### src/rtl/curov_pkg.sv
package curov_pkg;
  localparam int CUR_N   = 32;
  localparam int ROW_W   = $clog2(CUR_N);
  localparam int COORD_W = 16;
  localparam int PIX_W   = 24;
  localparam int DATA_W  = 32;
  localparam int ADDR_W  = 12;
  localparam int SPAN_B  = CUR_N * 4;

  localparam logic [ADDR_W-1:0] OFS_MISC = 12'h818;
  localparam logic [ADDR_W-1:0] OFS_POS  = 12'h8FC;
  localparam logic [ADDR_W-1:0] OFS_MASK = 12'h900;
  localparam logic [ADDR_W-1:0] OFS_BITS = 12'h980;

  localparam logic [COORD_W-1:0] PARK_POS  = 16'hF000;
  localparam int                 MISC_ONE  = 25;

  typedef struct packed {
    logic             posWr;
    logic             maskWr;
    logic             bitsWr;
    logic [ROW_W-1:0] row;
  } curStrobe_t;
endpackage

### src/rtl/curov_ctrl.sv
module curov_ctrl
  import curov_pkg::*;
(
  input  logic              clk,
  input  logic              rstN,
  input  logic              regWrEn,
  input  logic [ADDR_W-1:0] regAddr,
  input  logic [DATA_W-1:0] regWrData,
  output logic [DATA_W-1:0] regRdData,
  output curStrobe_t        strobe
);
  localparam logic [ADDR_W:0] MASK_LO = {1'b0, OFS_MASK};
  localparam logic [ADDR_W:0] MASK_HI = {1'b0, OFS_MASK} + (ADDR_W+1)'(SPAN_B);
  localparam logic [ADDR_W:0] BITS_LO = {1'b0, OFS_BITS};
  localparam logic [ADDR_W:0] BITS_HI = {1'b0, OFS_BITS} + (ADDR_W+1)'(SPAN_B);

  logic [DATA_W-1:0] miscQ;
  logic [ADDR_W:0]   addrX;
  logic              inMask, inBits;
  logic [ADDR_W-1:0] relOfs;

  always_comb begin
    addrX  = {1'b0, regAddr};
    inMask = (addrX >= MASK_LO) && (addrX < MASK_HI);
    inBits = (addrX >= BITS_LO) && (addrX < BITS_HI);
    relOfs = inBits ? (regAddr - OFS_BITS) : (regAddr - OFS_MASK);
  end

  always_comb begin
    strobe.posWr  = regWrEn && (regAddr == OFS_POS);
    strobe.maskWr = regWrEn && inMask;
    strobe.bitsWr = regWrEn && inBits;
    strobe.row    = relOfs[ROW_W+1:2];
  end

  always_ff @(posedge clk) begin
    if (!rstN) miscQ <= '0;
    else if (regWrEn && (regAddr == OFS_MISC)) miscQ <= regWrData;
  end

  always_comb begin
    regRdData = '0;
    if (regAddr == OFS_MISC) begin
      regRdData = miscQ;
      regRdData[MISC_ONE] = 1'b1;
    end
  end
endmodule

### src/rtl/curov_dp.sv
module curov_dp
  import curov_pkg::*;
(
  input  logic               clk,
  input  logic               rstN,
  input  curStrobe_t         strobe,
  input  logic [DATA_W-1:0]  regWrData,
  input  logic [COORD_W-1:0] lineWidth,
  input  logic               pixValid,
  input  logic [COORD_W-1:0] pixX,
  input  logic [COORD_W-1:0] pixY,
  input  logic [PIX_W-1:0]   pixIn,
  input  logic [PIX_W-1:0]   overlayColor0,
  input  logic [PIX_W-1:0]   overlayColor1,
  output logic               outValid,
  output logic [PIX_W-1:0]   outPixel
);
  localparam logic [COORD_W:0] BOX = (COORD_W+1)'(CUR_N);
  localparam logic [ROW_W-1:0] LAST_COL = ROW_W'(CUR_N - 1);

  logic [COORD_W-1:0] curX, curY;
  logic [CUR_N-1:0]   maskRow [CUR_N];
  logic [CUR_N-1:0]   bitsRow [CUR_N];

  always_ff @(posedge clk) begin
    if (!rstN) begin
      curX <= PARK_POS;
      curY <= PARK_POS;
    end else if (strobe.posWr) begin
      curX <= regWrData[2*COORD_W-1:COORD_W];
      curY <= regWrData[COORD_W-1:0];
    end
  end

  for (genvar r = 0; r < CUR_N; r++) begin : g_row
    always_ff @(posedge clk) begin
      if (!rstN) begin
        maskRow[r] <= '0;
        bitsRow[r] <= '0;
      end else begin
        if (strobe.maskWr && (strobe.row == ROW_W'(r))) maskRow[r] <= regWrData[CUR_N-1:0];
        if (strobe.bitsWr && (strobe.row == ROW_W'(r))) bitsRow[r] <= regWrData[CUR_N-1:0];
      end
    end
  end

  logic [COORD_W:0]   dx, dy;
  logic               rowHit, colHit, clipOk;
  logic [ROW_W-1:0]   rowIdx, colIdx;
  logic               maskBit, colourBit;
  logic [PIX_W-1:0]   mergedPix;

  always_comb begin
    dx        = {1'b0, pixX} - {1'b0, curX};
    dy        = {1'b0, pixY} - {1'b0, curY};
    rowHit    = (pixY >= curY) && (dy < BOX);
    colHit    = (pixX >= curX) && (dx < BOX);
    clipOk    = (curX < lineWidth) && (pixX < lineWidth);
    rowIdx    = dy[ROW_W-1:0];
    colIdx    = LAST_COL - dx[ROW_W-1:0];
    maskBit   = maskRow[rowIdx][colIdx];
    colourBit = bitsRow[rowIdx][colIdx];
    mergedPix = pixIn;
    if (rowHit && colHit && clipOk && maskBit)
      mergedPix = colourBit ? overlayColor1 : overlayColor0;
  end

  always_ff @(posedge clk) begin
    if (!rstN) begin
      outValid <= 1'b0;
      outPixel <= '0;
    end else begin
      outValid <= pixValid;
      outPixel <= mergedPix;
    end
  end
endmodule

### src/rtl/hw_cursor_overlay.sv
module hw_cursor_overlay
  import curov_pkg::*;
(
  input  logic               clk,
  input  logic               rstN,
  input  logic               regWrEn,
  input  logic [ADDR_W-1:0]  regAddr,
  input  logic [DATA_W-1:0]  regWrData,
  output logic [DATA_W-1:0]  regRdData,
  input  logic [COORD_W-1:0] lineWidth,
  input  logic               pixValid,
  input  logic [COORD_W-1:0] pixX,
  input  logic [COORD_W-1:0] pixY,
  input  logic [PIX_W-1:0]   pixIn,
  input  logic [PIX_W-1:0]   overlayColor0,
  input  logic [PIX_W-1:0]   overlayColor1,
  output logic               outValid,
  output logic [PIX_W-1:0]   outPixel
);
  curStrobe_t strobe;

  curov_ctrl u_ctrl (
    .clk(clk), .rstN(rstN), .regWrEn(regWrEn), .regAddr(regAddr),
    .regWrData(regWrData), .regRdData(regRdData), .strobe(strobe)
  );

  curov_dp u_dp (
    .clk(clk), .rstN(rstN), .strobe(strobe), .regWrData(regWrData),
    .lineWidth(lineWidth), .pixValid(pixValid), .pixX(pixX), .pixY(pixY),
    .pixIn(pixIn), .overlayColor0(overlayColor0), .overlayColor1(overlayColor1),
    .outValid(outValid), .outPixel(outPixel)
  );
endmodule

### config.mk
export PLATFORM = sky130hd
export DESIGN_NAME = hw_cursor_overlay
export DESIGN_NICKNAME = d
export VERILOG_FILES = /design/src/rtl/curov_pkg.sv /design/src/rtl/curov_ctrl.sv /design/src/rtl/curov_dp.sv /design/src/rtl/hw_cursor_overlay.sv
export SDC_FILE = /design/constraint.sdc
export NUM_CORES = 2
export LEC_CHECK = 0
export BUFFER_PORTS_ARGS = -buffer_cell sky130_fd_sc_hd__clkbuf_2
export CAP_MARGIN = 40
export CORE_MARGIN = 5
export CORE_UTILIZATION = 57
export CTS_CLUSTER_DIAMETER = 30
export DETAILED_ROUTE_END_ITERATION = 7
export PLACE_DENSITY = 0.76
export SYNTH_ARGS = -nofsm -noshare
export SYNTH_HDL_FRONTEND = slang
export SYNTH_SLANG_ARGS = --single-unit
### constraint.sdc
create_clock -name clk -period 4.3 [get_ports clk]
set_input_delay 0.645 -clock clk [delete_from_list [all_inputs] [get_ports clk]]
set_output_delay 0.645 -clock clk [all_outputs]
set_load 0.01 [all_outputs]
==> impl_metrics.tcl <==
set metrics [dict create \
    regToRegSetupSlack_ps -410 \
    area_growth_syn_to_layout_pct 24.9 \
    layout.filler_cells 10500 \
    cellPowerDensity_nw_per_um2 493 \
    ys.flop_type "sky130_fd_sc_hd__edfxtp_1" \
    postSynthCellCount 7035 \
    grt_antenna_before_repair 25 \
    ys.warnings.count 0 \
    power.ir.vdd_worst_v 0.000505 \
    synth_cell_types 98 \
    final_layout_size_suffix_gt1_frac 0.296 \
    gp_routability_congestion 1.07 \
    routed_wire_length_per_instance_um 32.7 \
    cts-root-buf "sky130_fd_sc_hd__clkbuf_16" \
    yosys_register_bits 2136 \
    die_x_um 430 \
    maxClockFrequency_ghz 0.212 \
    first_global_vias 68600 \
    p_leak_nw 46.3 \
    synthTopCellsByCount "2084 x sky130_fd_sc_hd__and2_1, 2048 x sky130_fd_sc_hd__edfxtp_1, 486 x sky130_fd_sc_hd__clkbuf_1, 477 x sky130_fd_sc_hd__nand2_1, 471 x sky130_fd_sc_hd__mux4_2" \
    setup_repair_after_global_routing_missed_its_margin "yes" \
    clock-skew-final_ps 66.5 \
    arrival_ps 5540 \
    worstSetupPathType "reg -> reg" \
    hold_path_class "in -> reg" \
    worstSetupPathDepth 17 \
    synth_top_area_frac 0.610 \
    critical_path_maximum_fanout 12 \
    worst_slack_ps -409 \
    post-synth-top-count-cell "sky130_fd_sc_hd__and2_1" \
    start_util 0.573 \
    synth_area_um2 101000 \
    worst_path_dominant_cell_family "compound AO/OA/AOI/OAI gates" \
    r2r-start "u_dp.curY[0]$_SDFFE_PN0P_" \
    timing.final.setup_violations 24 \
    start_kind "flip-flop" \
    detail_route.vias_per_cell 6.53 \
    hold_path_depth 3 \
    route.final.wire_length_mm 343 \
    finish.net_count 8033 \
    detailroute.via_count 68400 \
    yosysTopAreaCell "sky130_fd_sc_hd__edfxtp_1" \
    power_mw 62.0 \
    synth-edff-count 2048 \
    violations_in_the_final_reports "setup timing" \
    global_route.overflow_total 0 \
    detailedPlacementHpwl_mm 205 \
    final_max_slew_viol_count 0 \
    clkSlewWorstSetupHoldPaths_ps 50 \
    critical_path_buf_inv_count 7 \
    io_pins 225 \
    period_needed_ps 4710 \
    fin_crit_sh 1.10 \
    grt_max_degree 70 \
    cp_slowest_stage_delay_ps 830 \
    number_of_port_buffers 224 \
    hold_path.startpoint "overlayColor0[21]" \
    ys_seq_area_frac 0.628 \
    tritoncts_clock_tree "built" \
    post_place_setup_slack_ps -1390 \
    ctsLongestPathBuffers 4 \
    syn-mean-instance-area_um2 14.3 \
    ctsHtreeMaxLevel 5 \
    ff2ff_path_depth 17 \
    worst_path_max_delay_cell "sky130_fd_sc_hd__fa_4" \
    number_of_nets_in_the_synthesized_netlist 7267 \
    yosys-top-cells-area "sky130_fd_sc_hd__edfxtp_1 61%, sky130_fd_sc_hd__and2_1 13%, sky130_fd_sc_hd__mux4_2 11%" \
    global_route_usage_over_all_layers 0.364 \
    setup_tns_ps -8770 \
    status "complete, but fails checks" \
    worstPathRequired_ps 5130 \
    numCtsBuffers 420 \
    cp-end-kind "flip-flop" \
    max_slew.worst_pin.slew_ps 1040 \
    async_flop_share 0 \
    die_height_um 430 \
    grt_pass1_wl_mm 486 \
    drt_initial_violations 10700 \
    cap_viol_max_count 0 \
    reg2reg_to "u_dp.outPixel[0]$_SDFF_PN0_" \
    drcViolationCount 0 \
    drtAntennaViolNets 0 \
    final-hold-violation-count 0 \
    crit_path_cell_trace "ha_4 > fa_4 > buf_12 > buf_12 > buf_16 > buf_8 > mux4_2 > mux4_2 > o32ai_4 > a211oi_4 > o221a_4 > a32oi_4 > a2111oi_4 > buf_6 > buf_8 > buf_16 > a211oi_1" \
    detailedRoute.firstPassIterationCount 6 \
    insertion_delay_ps 990 \
    rows 154 \
    dieArea_um2 185000 \
    cts_sinks 2136 \
    slew_headroom 0.308 \
    worst_hold_path.endpoint "u_dp.outPixel[21]$_SDFF_PN0_" \
    coreArea_um2 176000 \
]
==> per-layer routing <==
metal | share of wire | vias to the layer above | track usage | wire (um)
met5 | 0.000096 | - | 0 | 33
met4 | 0.065 | 6 | 0.196 | 22200
met3 | 0.14 | 1132 | 0.112 | 47300
met2 | 0.46 | 5576 | 0.558 | 158000
met1 | 0.34 | 34400 | 0.470 | 115000
li1 | - | 27300 | - | -
==> power by group <==
group / switching (mW) / internal (mW)
clock: 11.0 / 21.4
combinational: 3.32 / 2.15
sequential: 0.328 / 23.8
==> worst max path at each step <==
| stage | from | end | slack, ps |
|---|---|---|---|
| 3_5_place_dp | pixY[0] | u_dp.outPixel[7]$_SDFF_PN0_ | -1390 |
| 3_3_place_gp | pixY[0] | u_dp.outPixel[17]$_SDFF_PN0_ | -1360 |
| 4_1_cts | u_dp.curY[0]$_SDFFE_PN0P_ | u_dp.outPixel[0]$_SDFF_PN0_ | -350 |
| 6_report | u_dp.curY[0]$_SDFFE_PN0P_ | u_dp.outPixel[0]$_SDFF_PN0_ | -410 |
| 5_1_grt | u_dp.curY[0]$_SDFFE_PN0P_ | u_dp.outPixel[0]$_SDFF_PN0_ | -430 |
| 2_1_floorplan | regAddr[9] | u_dp.bitsRow[11][0]$_SDFFCE_PN0P_ | -30 |
==> tightest hold or removal path, cell delays in order <==
cell and delay (ps):
sky130_fd_sc_hd__clkbuf_2 70, sky130_fd_sc_hd__mux2i_1 70, sky130_fd_sc_hd__a211oi_2 160
==> sequential cells by signal, summed over array words and instances, names as in the netlist <==
| name | flops |
|---|---|
| u_dp.bitsRow | 1024 |
| u_dp.maskRow | 1024 |
| u_ctrl.miscQ | 31 |
| u_dp.outPixel | 24 |
| u_dp.curX | 16 |
| u_dp.curY | 16 |
| u_dp.outValid | 1 |
==> area by class of cell <==
type                       count  area [um2]  share of cell area
multi-input combinational   4161       35800               0.285
timing repair buffer        1011        9520              0.0757
antenna                       12        30.0            0.000239
sequential                  2136       63300               0.503
tap                         2340        2930              0.0233
inverter                      71         268             0.00213
clock buffer                 482       10900              0.0866
clock inverter               274        3110              0.0247
==> logic make-up after synthesis <==
kind of cell | Yosys count | share of synthesized area
and+or+nand+nor | 3025 | 0.170
DFF | 2136 | 0.628
buffers and inverters | 738 | 0.0349
muxes | 610 | 0.126
AOI/OAI and AO/OA | 449 | 0.0311
adders and majority gates | 64 | 0.00810
xor gates and xnor gates | 13 | 0.00128
==> through the flow <==
step                      area, um2  instances  utilization  hold slack (ps)
after global routing         126000      10500        0.715             38.1
after detailed placement     109000       9598        0.620              439
after floorplan              101000       7035            -              427
final                        126000      10500        0.715             60.9
after global placement       108000       9573        0.617              434
after CTS                    125000      10500        0.712             4.44
==> cells in the final DEF, fill, tap and decap left out, drive strengths merged, types with 98 or more instances in the layout <==
master,synthesis,final
a21oi,107,107
clkbuf,487,701
nand2,478,478
edfxtp,2048,2048
mux4,516,516
o21ai,98,98
clkinv,1,143
buf,177,755
nor2,199,199
and2,2085,2085
==> repair_timing <==
| item | 4_1_cts | 5_1_grt |
|---|---|---|
| resized for setup | 174 | 83 |
| buffers inserted | 55 | 21 |
| cloned | 20 | 4 |
| hold buffers | 30 | 0 |
| endpoints found under the setup margin | 24 | 24 |
| pin swaps | 12 | 32 |
| hold endpoints to repair | 27 | 0 |
No activity file was read; power rests on OpenSTA's default activity.
